`config.mk`:
```
export PLATFORM = sky130hd
export DESIGN_NAME = wdg_timer
export DESIGN_NICKNAME = d
export VERILOG_FILES = /design/src/rtl/wdg_pkg.sv /design/src/rtl/wdg_prescale.sv /design/src/rtl/wdg_feed_seq.sv /design/src/rtl/wdg_down_cnt.sv /design/src/rtl/wdg_timer.sv
export SDC_FILE = /design/constraint.sdc
export NUM_CORES = 1
export LEC_CHECK = 0
export BUFFER_PORTS_ARGS = -buffer_cell sky130_fd_sc_hd__clkbuf_2
export CELL_PAD_IN_SITES_DETAIL_PLACEMENT = 0
export CELL_PAD_IN_SITES_GLOBAL_PLACEMENT = 1
export CORE_MARGIN = 2
export CORE_UTILIZATION = 37
export CTS_CLUSTER_DIAMETER = 80
export DETAILED_ROUTE_END_ITERATION = 12
export GPL_ROUTABILITY_DRIVEN = 1
export PLACE_DENSITY = 0.79
export SYNTH_ARGS = -nofsm -noshare
export SYNTH_HDL_FRONTEND = slang
export SYNTH_SLANG_ARGS = --single-unit
```
`constraint.sdc`:
```
create_clock -name clk -period 2.25 [get_ports clk]
set_input_delay 0.225 -clock clk [delete_from_list [all_inputs] [get_ports clk]]
set_output_delay 0.225 -clock clk [all_outputs]
set_load 0.005 [all_outputs]
```
`src/rtl/wdg_pkg.sv`:
```
package wdg_pkg;
  localparam logic [1:0] REG_MODE  = 2'd0;
  localparam logic [1:0] REG_TLOAD = 2'd1;
  localparam logic [1:0] REG_FEED  = 2'd2;
  localparam logic [1:0] REG_COUNT = 2'd3;

  localparam logic [7:0] FEED_KEY1 = 8'hAA;
  localparam logic [7:0] FEED_KEY2 = 8'h55;

  typedef struct packed {
    logic flag;
    logic rsel;
    logic en;
  } mode_t;
endpackage

```
`src/rtl/wdg_prescale.sv`:
```
module wdg_prescale #(
  parameter int DIV = 4
) (
  input  logic clk,
  input  logic rst,
  input  logic clr,
  output logic tick
);
  localparam int PW = (DIV > 1) ? $clog2(DIV) : 1;
  localparam logic [PW-1:0] LAST = PW'(DIV - 1);

  logic [PW-1:0] phase;

  always_ff @(posedge clk) begin
    if (rst || clr) phase <= '0;
    else if (phase == LAST) phase <= '0;
    else phase <= phase + 1'b1;
  end

  assign tick = (phase == LAST);

  AST_PHASE_RANGE: assert property (@(posedge clk) disable iff (rst)
    phase <= LAST);
endmodule

```
`src/rtl/wdg_feed_seq.sv`:
```
module wdg_feed_seq
  import wdg_pkg::*;
(
  input  logic       clk,
  input  logic       rst,
  input  logic       wr_feed,
  input  logic [7:0] key,
  input  logic       other_acc,
  input  logic       armed,
  output logic       feed_ok,
  output logic       feed_bad
);
  logic pending;
  logic is_key1, is_key2;

  assign is_key1 = (key == FEED_KEY1);
  assign is_key2 = (key == FEED_KEY2);

  always_ff @(posedge clk) begin
    if (rst) pending <= 1'b0;
    else if (wr_feed) pending <= !pending && is_key1;
    else if (other_acc) pending <= 1'b0;
  end

  assign feed_ok = wr_feed && pending && is_key2;

  always_comb begin
    feed_bad = 1'b0;
    if (armed) begin
      if (wr_feed && pending && !is_key2) feed_bad = 1'b1;
      if (wr_feed && !pending && !is_key1) feed_bad = 1'b1;
      if (!wr_feed && other_acc && pending) feed_bad = 1'b1;
    end
  end

  AST_OK_NOT_BAD: assert property (@(posedge clk) disable iff (rst)
    !(feed_ok && feed_bad));
  AST_PEND_CLEARS: assert property (@(posedge clk) disable iff (rst)
    (other_acc && !wr_feed) |=> !pending);
endmodule

```
`src/rtl/wdg_down_cnt.sv`:
```
module wdg_down_cnt #(
  parameter int CNT_W = 24,
  parameter logic [CNT_W-1:0] RST_VAL = '1
) (
  input  logic             clk,
  input  logic             rst,
  input  logic             load,
  input  logic [CNT_W-1:0] load_val,
  input  logic             run,
  input  logic             tick,
  output logic [CNT_W-1:0] cnt,
  output logic             expire
);
  logic step;
  assign step = run && tick && (cnt != '0);

  always_ff @(posedge clk) begin
    if (rst) cnt <= RST_VAL;
    else if (load) cnt <= load_val;
    else if (step) cnt <= cnt - 1'b1;
  end

  assign expire = step && !load && (cnt == CNT_W'(1));

  AST_CNT_FROZEN: assert property (@(posedge clk) disable iff (rst)
    (!load && !run) |=> $stable(cnt));
  AST_ZERO_STAYS: assert property (@(posedge clk) disable iff (rst)
    (!load && cnt == '0) |=> cnt == '0);
endmodule

```
`src/rtl/wdg_timer.sv`:
```
module wdg_timer
  import wdg_pkg::*;
#(
  parameter int ADDR_W   = 4,
  parameter int DATA_W   = 32,
  parameter int CNT_W    = 24,
  parameter int PRESCALE = 4,
  parameter int TC_MIN   = 255
) (
  input  logic              clk,
  input  logic              rst,
  input  logic [ADDR_W-1:0] bus_addr,
  input  logic [DATA_W-1:0] bus_wdata,
  input  logic              bus_we,
  input  logic              bus_re,
  output logic [DATA_W-1:0] bus_rdata,
  output logic              rst_req
);
  localparam int IDX_LSB = 2;
  localparam logic [CNT_W-1:0] TC_MIN_V = CNT_W'(TC_MIN);

  logic [1:0]       sel;
  logic             wr_feed, other_acc;
  logic             feed_ok, feed_bad;
  logic             tick, expire;
  logic             armed;
  mode_t            mode;
  logic [CNT_W-1:0] tload, cnt, wr_val, clamped;
  logic             unused_bits;

  assign sel       = bus_addr[IDX_LSB+1:IDX_LSB];
  assign wr_feed   = bus_we && (sel == REG_FEED);
  assign other_acc = bus_re || (bus_we && (sel != REG_FEED));
  assign wr_val    = bus_wdata[CNT_W-1:0];
  assign clamped   = (wr_val < TC_MIN_V) ? TC_MIN_V : wr_val;
  assign unused_bits = ^{bus_addr[IDX_LSB-1:0], bus_wdata[DATA_W-1:CNT_W]};

  wdg_prescale #(.DIV(PRESCALE)) u_pre (
    .clk(clk), .rst(rst), .clr(feed_ok), .tick(tick)
  );

  wdg_feed_seq u_seq (
    .clk(clk), .rst(rst), .wr_feed(wr_feed), .key(bus_wdata[7:0]),
    .other_acc(other_acc), .armed(armed),
    .feed_ok(feed_ok), .feed_bad(feed_bad)
  );

  wdg_down_cnt #(.CNT_W(CNT_W), .RST_VAL(TC_MIN_V)) u_cnt (
    .clk(clk), .rst(rst), .load(feed_ok), .load_val(tload),
    .run(armed), .tick(tick), .cnt(cnt), .expire(expire)
  );

  always_ff @(posedge clk) begin
    if (rst) begin
      mode <= '0;
    end else begin
      if (bus_we && sel == REG_MODE) begin
        mode.en   <= mode.en   | bus_wdata[0];
        mode.rsel <= mode.rsel | bus_wdata[1];
      end
      if (expire) mode.flag <= 1'b1;
    end
  end

  always_ff @(posedge clk) begin
    if (rst) tload <= TC_MIN_V;
    else if (bus_we && sel == REG_TLOAD) tload <= clamped;
  end

  always_ff @(posedge clk) begin
    if (rst) armed <= 1'b0;
    else if (feed_ok && mode.en) armed <= 1'b1;
  end

  always_ff @(posedge clk) begin
    if (rst) rst_req <= 1'b0;
    else rst_req <= (expire && mode.rsel) || feed_bad;
  end

  always_ff @(posedge clk) begin
    if (rst) begin
      bus_rdata <= '0;
    end else if (bus_re) begin
      case (sel)
        REG_MODE:  bus_rdata <= DATA_W'(mode);
        REG_TLOAD: bus_rdata <= DATA_W'(tload);
        REG_COUNT: bus_rdata <= DATA_W'(cnt);
        default:   bus_rdata <= '0;
      endcase
    end
  end

  AST_EN_STICKY: assert property (@(posedge clk) disable iff (rst)
    mode.en |=> mode.en);
  AST_RSEL_STICKY: assert property (@(posedge clk) disable iff (rst)
    mode.rsel |=> mode.rsel);
  AST_FLAG_STICKY: assert property (@(posedge clk) disable iff (rst)
    mode.flag |=> mode.flag);
  AST_ARM_STICKY: assert property (@(posedge clk) disable iff (rst)
    armed |=> armed);
  AST_ARM_NEEDS_EN: assert property (@(posedge clk) disable iff (rst)
    armed |-> mode.en);
  AST_REQ_NEEDS_ARM: assert property (@(posedge clk) disable iff (rst)
    rst_req |-> $past(armed));
  AST_TLOAD_FLOOR: assert property (@(posedge clk) disable iff (rst)
    tload >= TC_MIN_V);
  AST_FLAG_AT_ZERO: assert property (@(posedge clk) disable iff (rst)
    $rose(mode.flag) |-> cnt == '0);
endmodule

```
==> results.md <==
- Die Y: 107 um
- Main synth FF type: dfxtp_1
- Least-Margin Pin Slew: 0.805 ns
- Critical Path End Type: flop
- Design Area, Final: 4660 sq um
- Max-slew violation count: 0
- Root Buffer: clkbuf_8
- Initial DRC count: 202
- Clock Tree Buf Depth: 2
- First-pass GRT wire length: 16.5 mm
- Hold Worst Slack: 0.0946 ns
- Fin crit share: 0.978
- Final Setup Violations: 0
- Period minus WS final: 2.20 ns
- Peak VDD IR: 370 uV
- Net Sw Power: 0.679 mW
- Number of synthesized flops with an enable pin: 0
- Setup TNS: 0 ns
- Gr ovfl total: 0
- Area contributors post-synth: dfxtp_1, mux2_2, a21oi_1
- Maximum clock frequency: 454 MHz
- Met2 Use GR: 0.280
- Combinational share of power: 0.065
- Core ar.: 10300 sq um
- Placed wire-length estimate: 6.87 mm
- GR Util met3: 0.0292
- M1 GR Usage: 0.252
- Die area: 11400 sq um
- Netlist cell types: 53
- Synthesis-to-finish area growth: 19.3%
- GR peak layer: met2
- I/O Buffers: 54
- Sequential power share: 0.474
- Starting density of the core: 0.381
- Area of placed instances: 4390 sq um
- Fillers: 1051
- WL per Instance: 15.0 um
- Internal power: 2.41 mW
- Synthesized area per cell: 8.38 sq um
- WS Path Type: flop to flop
- CTS buffer count: 9
- Sequential Area: 1600 sq um
- Sw Share: 0.220
- Setup slack after layout: 0.0494 ns
- Site Rows: 37
- H-tree levels: 3
- Place WS: 0.0428 ns
- Final wirelength: 9.88 mm
- DRT antenna net count: 0
- Reg clk slew, reported paths: 0.08 ns
- Initial antenna violation count: 0
- Total number of vias: 3491
- Power consumption: 3.09 mW
- Final GP Congestion: 0.807
- Clock Skews: 0.00788 ns
- Clk Latency, worst-skew pair: 0.36 ns
- N_diodes: 0
- Largest net degree at the start of global routing: 81
- P_leak: 1.84 nW
- Max_cap viols: 0
- Clock share of power: 0.460
- Startpoint types: flop
- CTS tree: done
- Yosys top cell area share: 0.409
- Die Span X: 107 um
- Area of the multi-input gates: 2170 sq um
- RSZ-0062 raised after global routing: yes
- Nets: 563
- Dominant cell type by area after synthesis: dfxtp_1
- Post-CTS Setup Repair Bufs: 0
- Vias in the first global route: 3322
- Fraction of layout cells with a size suffix above 1: 0.233
- PwrDens: 661 nW/um^2
- Post-Synthesis Cells: 467
- Seq/Total Area, Yosys: 0.409
- First-pass iteration count of the detailed router: 4
- HP Class: input pin to flop
- Critical-path maximum fanout: 11
- Ys async rst share: 0
- Gr usage total: 0.182
- Yosys warning count: 0
- Drt drc: 0
- Result of the run: completed
- Crit path DAT: 2.48 ns
- Required time of the critical path: 2.53 ns
- Mapped cell area: 3910 sq um
- Worst rel slew slack: 0.463
- Vias per cell: 5.29
- CTS Sinks: 80
- Final Hold Viols: 0
- # IOs: 73
- Yosys reg bits: 80
critical path, stage by stage (launching register included):
cell	delay, ns
dfxtp_1	0.32
or4_4	0.53
or4_4	0.58
buf_4	0.19
o21bai_2	0.21
nor4_1	0.07
a211oi_1	0.21
layout by cell type (no fill, tap or decap), types with 4 or more instances in the layout:
| cell type | count |
|---|---|
| mux2_2 | 21 |
| nand3_1 | 8 |
| xor2_1 | 12 |
| and3_1 | 5 |
| conb_1 | 8 |
| nor2b_1 | 22 |
| inv_1 | 4 |
| o211ai_1 | 6 |
| nor2_1 | 54 |
| nand4_1 | 9 |
| o21ai_1 | 4 |
| a21oi_1 | 44 |
| clkbuf_2 | 54 |
| dfxtp_1 | 78 |
| or3_1 | 4 |
| a311oi_1 | 4 |
| a211oi_1 | 14 |
| nor3_1 | 18 |
| ha_1 | 4 |
| clkbuf_8 | 10 |
| buf_4 | 19 |
| nand2_1 | 43 |
| bufinv_16 | 4 |
| o21ai_0 | 6 |
| o22ai_1 | 9 |
| nor4_1 | 11 |
path summary, 6_finish.rpt:
kind	depth (start not counted)	slack (ns)	startpoint	end
max	6	0.05	u_cnt.cnt[18]	u_cnt.cnt[0]
min	3	0.09	bus_wdata[9]	tload[9]
max reg2reg	6	0.05	u_cnt.cnt[18]	u_cnt.cnt[0]
min reg2reg	1	0.44	u_pre.phase[0]	u_pre.phase[0]
cell families (layout without fill, tap and decap cells):
logic type	Yosys count	after routing	share of synthesized area
compound gates	100	100	0.160
xor+xnor	14	14	0.0314
fa+ha+maj	4	4	0.0128
buf+inv	45	95	0.0550
flops	80	80	0.409
mux	24	24	0.0681
other cells	1	8	0.000959
simple gates	199	199	0.262
metal layers:
metal | share of wire | wire length (um)
met1 | 0.47 | 4690
met2 | 0.46 | 4530
met3 | 0.052 | 511
met4 | 0.016 | 158
met5 | 0 | 0
Yosys cell counts (all sizes together) (2+ instances only):
cell type,instances
mux2i,3
nor2,54
o2111ai,2
nor4,12
ha,4
dfxtp,80
clkbuf,28
or3,4
inv,4
o22ai,9
o31ai,2
nand4,9
buf,12
a2111oi,2
and2,2
o21ai,10
mux2,21
and3,5
or4,6
and4,3
nand2b,4
nand2,43
a21oi,44
xor2,12
xnor2,2
nor4b,3
nand3,8
nor2b,22
and3b,2
o211ai,7
a311oi,4
a211oi,15
nor3,18
cell type report:
| cell class | instances | area share |
|---|---|---|
| Inverter | 5 | 0.00402 |
| Tap cell | 136 | 0.0365 |
| Multi-Input combinational cell | 349 | 0.465 |
| Clock inverter | 5 | 0.0274 |
| Timing Repair Buffer | 74 | 0.0928 |
| Sequential cell | 80 | 0.344 |
| Clock buffer | 11 | 0.0303 |
power by group through the flow:
stage | Clock [mW] | Combinational [mW] | Sequential (mW)
final | 1.42 | 0.202 | 1.46
after global routing | 1.49 | 0.225 | 1.47
after CTS | 1.44 | 0.204 | 1.46
after detailed placement | 0 | 0.203 | 1.50
after global placement | 0 | 0.200 | 1.50
after floorplan | 0 | 0.132 | 1.49
sequential cells by signal, summed over array words and instances (netlist names):
name	cells
mode	3
armed	1
u_seq.pending	1
u_cnt.cnt	24
tload	24
rst_req	1
u_pre.phase	2
bus_rdata	24
metrics by stage:
step                      utilization  instances
after floorplan                     -        474
after global placement          0.427        644
after detailed placement        0.427        644
after CTS                       0.453        660
after global routing            0.454        660
final                           0.454        660
repair_timing:
item / in CTS / in global routing
endpoints found under the setup margin: 0 / 10
hold buffers: 0 / 0
resized for setup: 0 / 3
(Power assumes the default switching activity.)
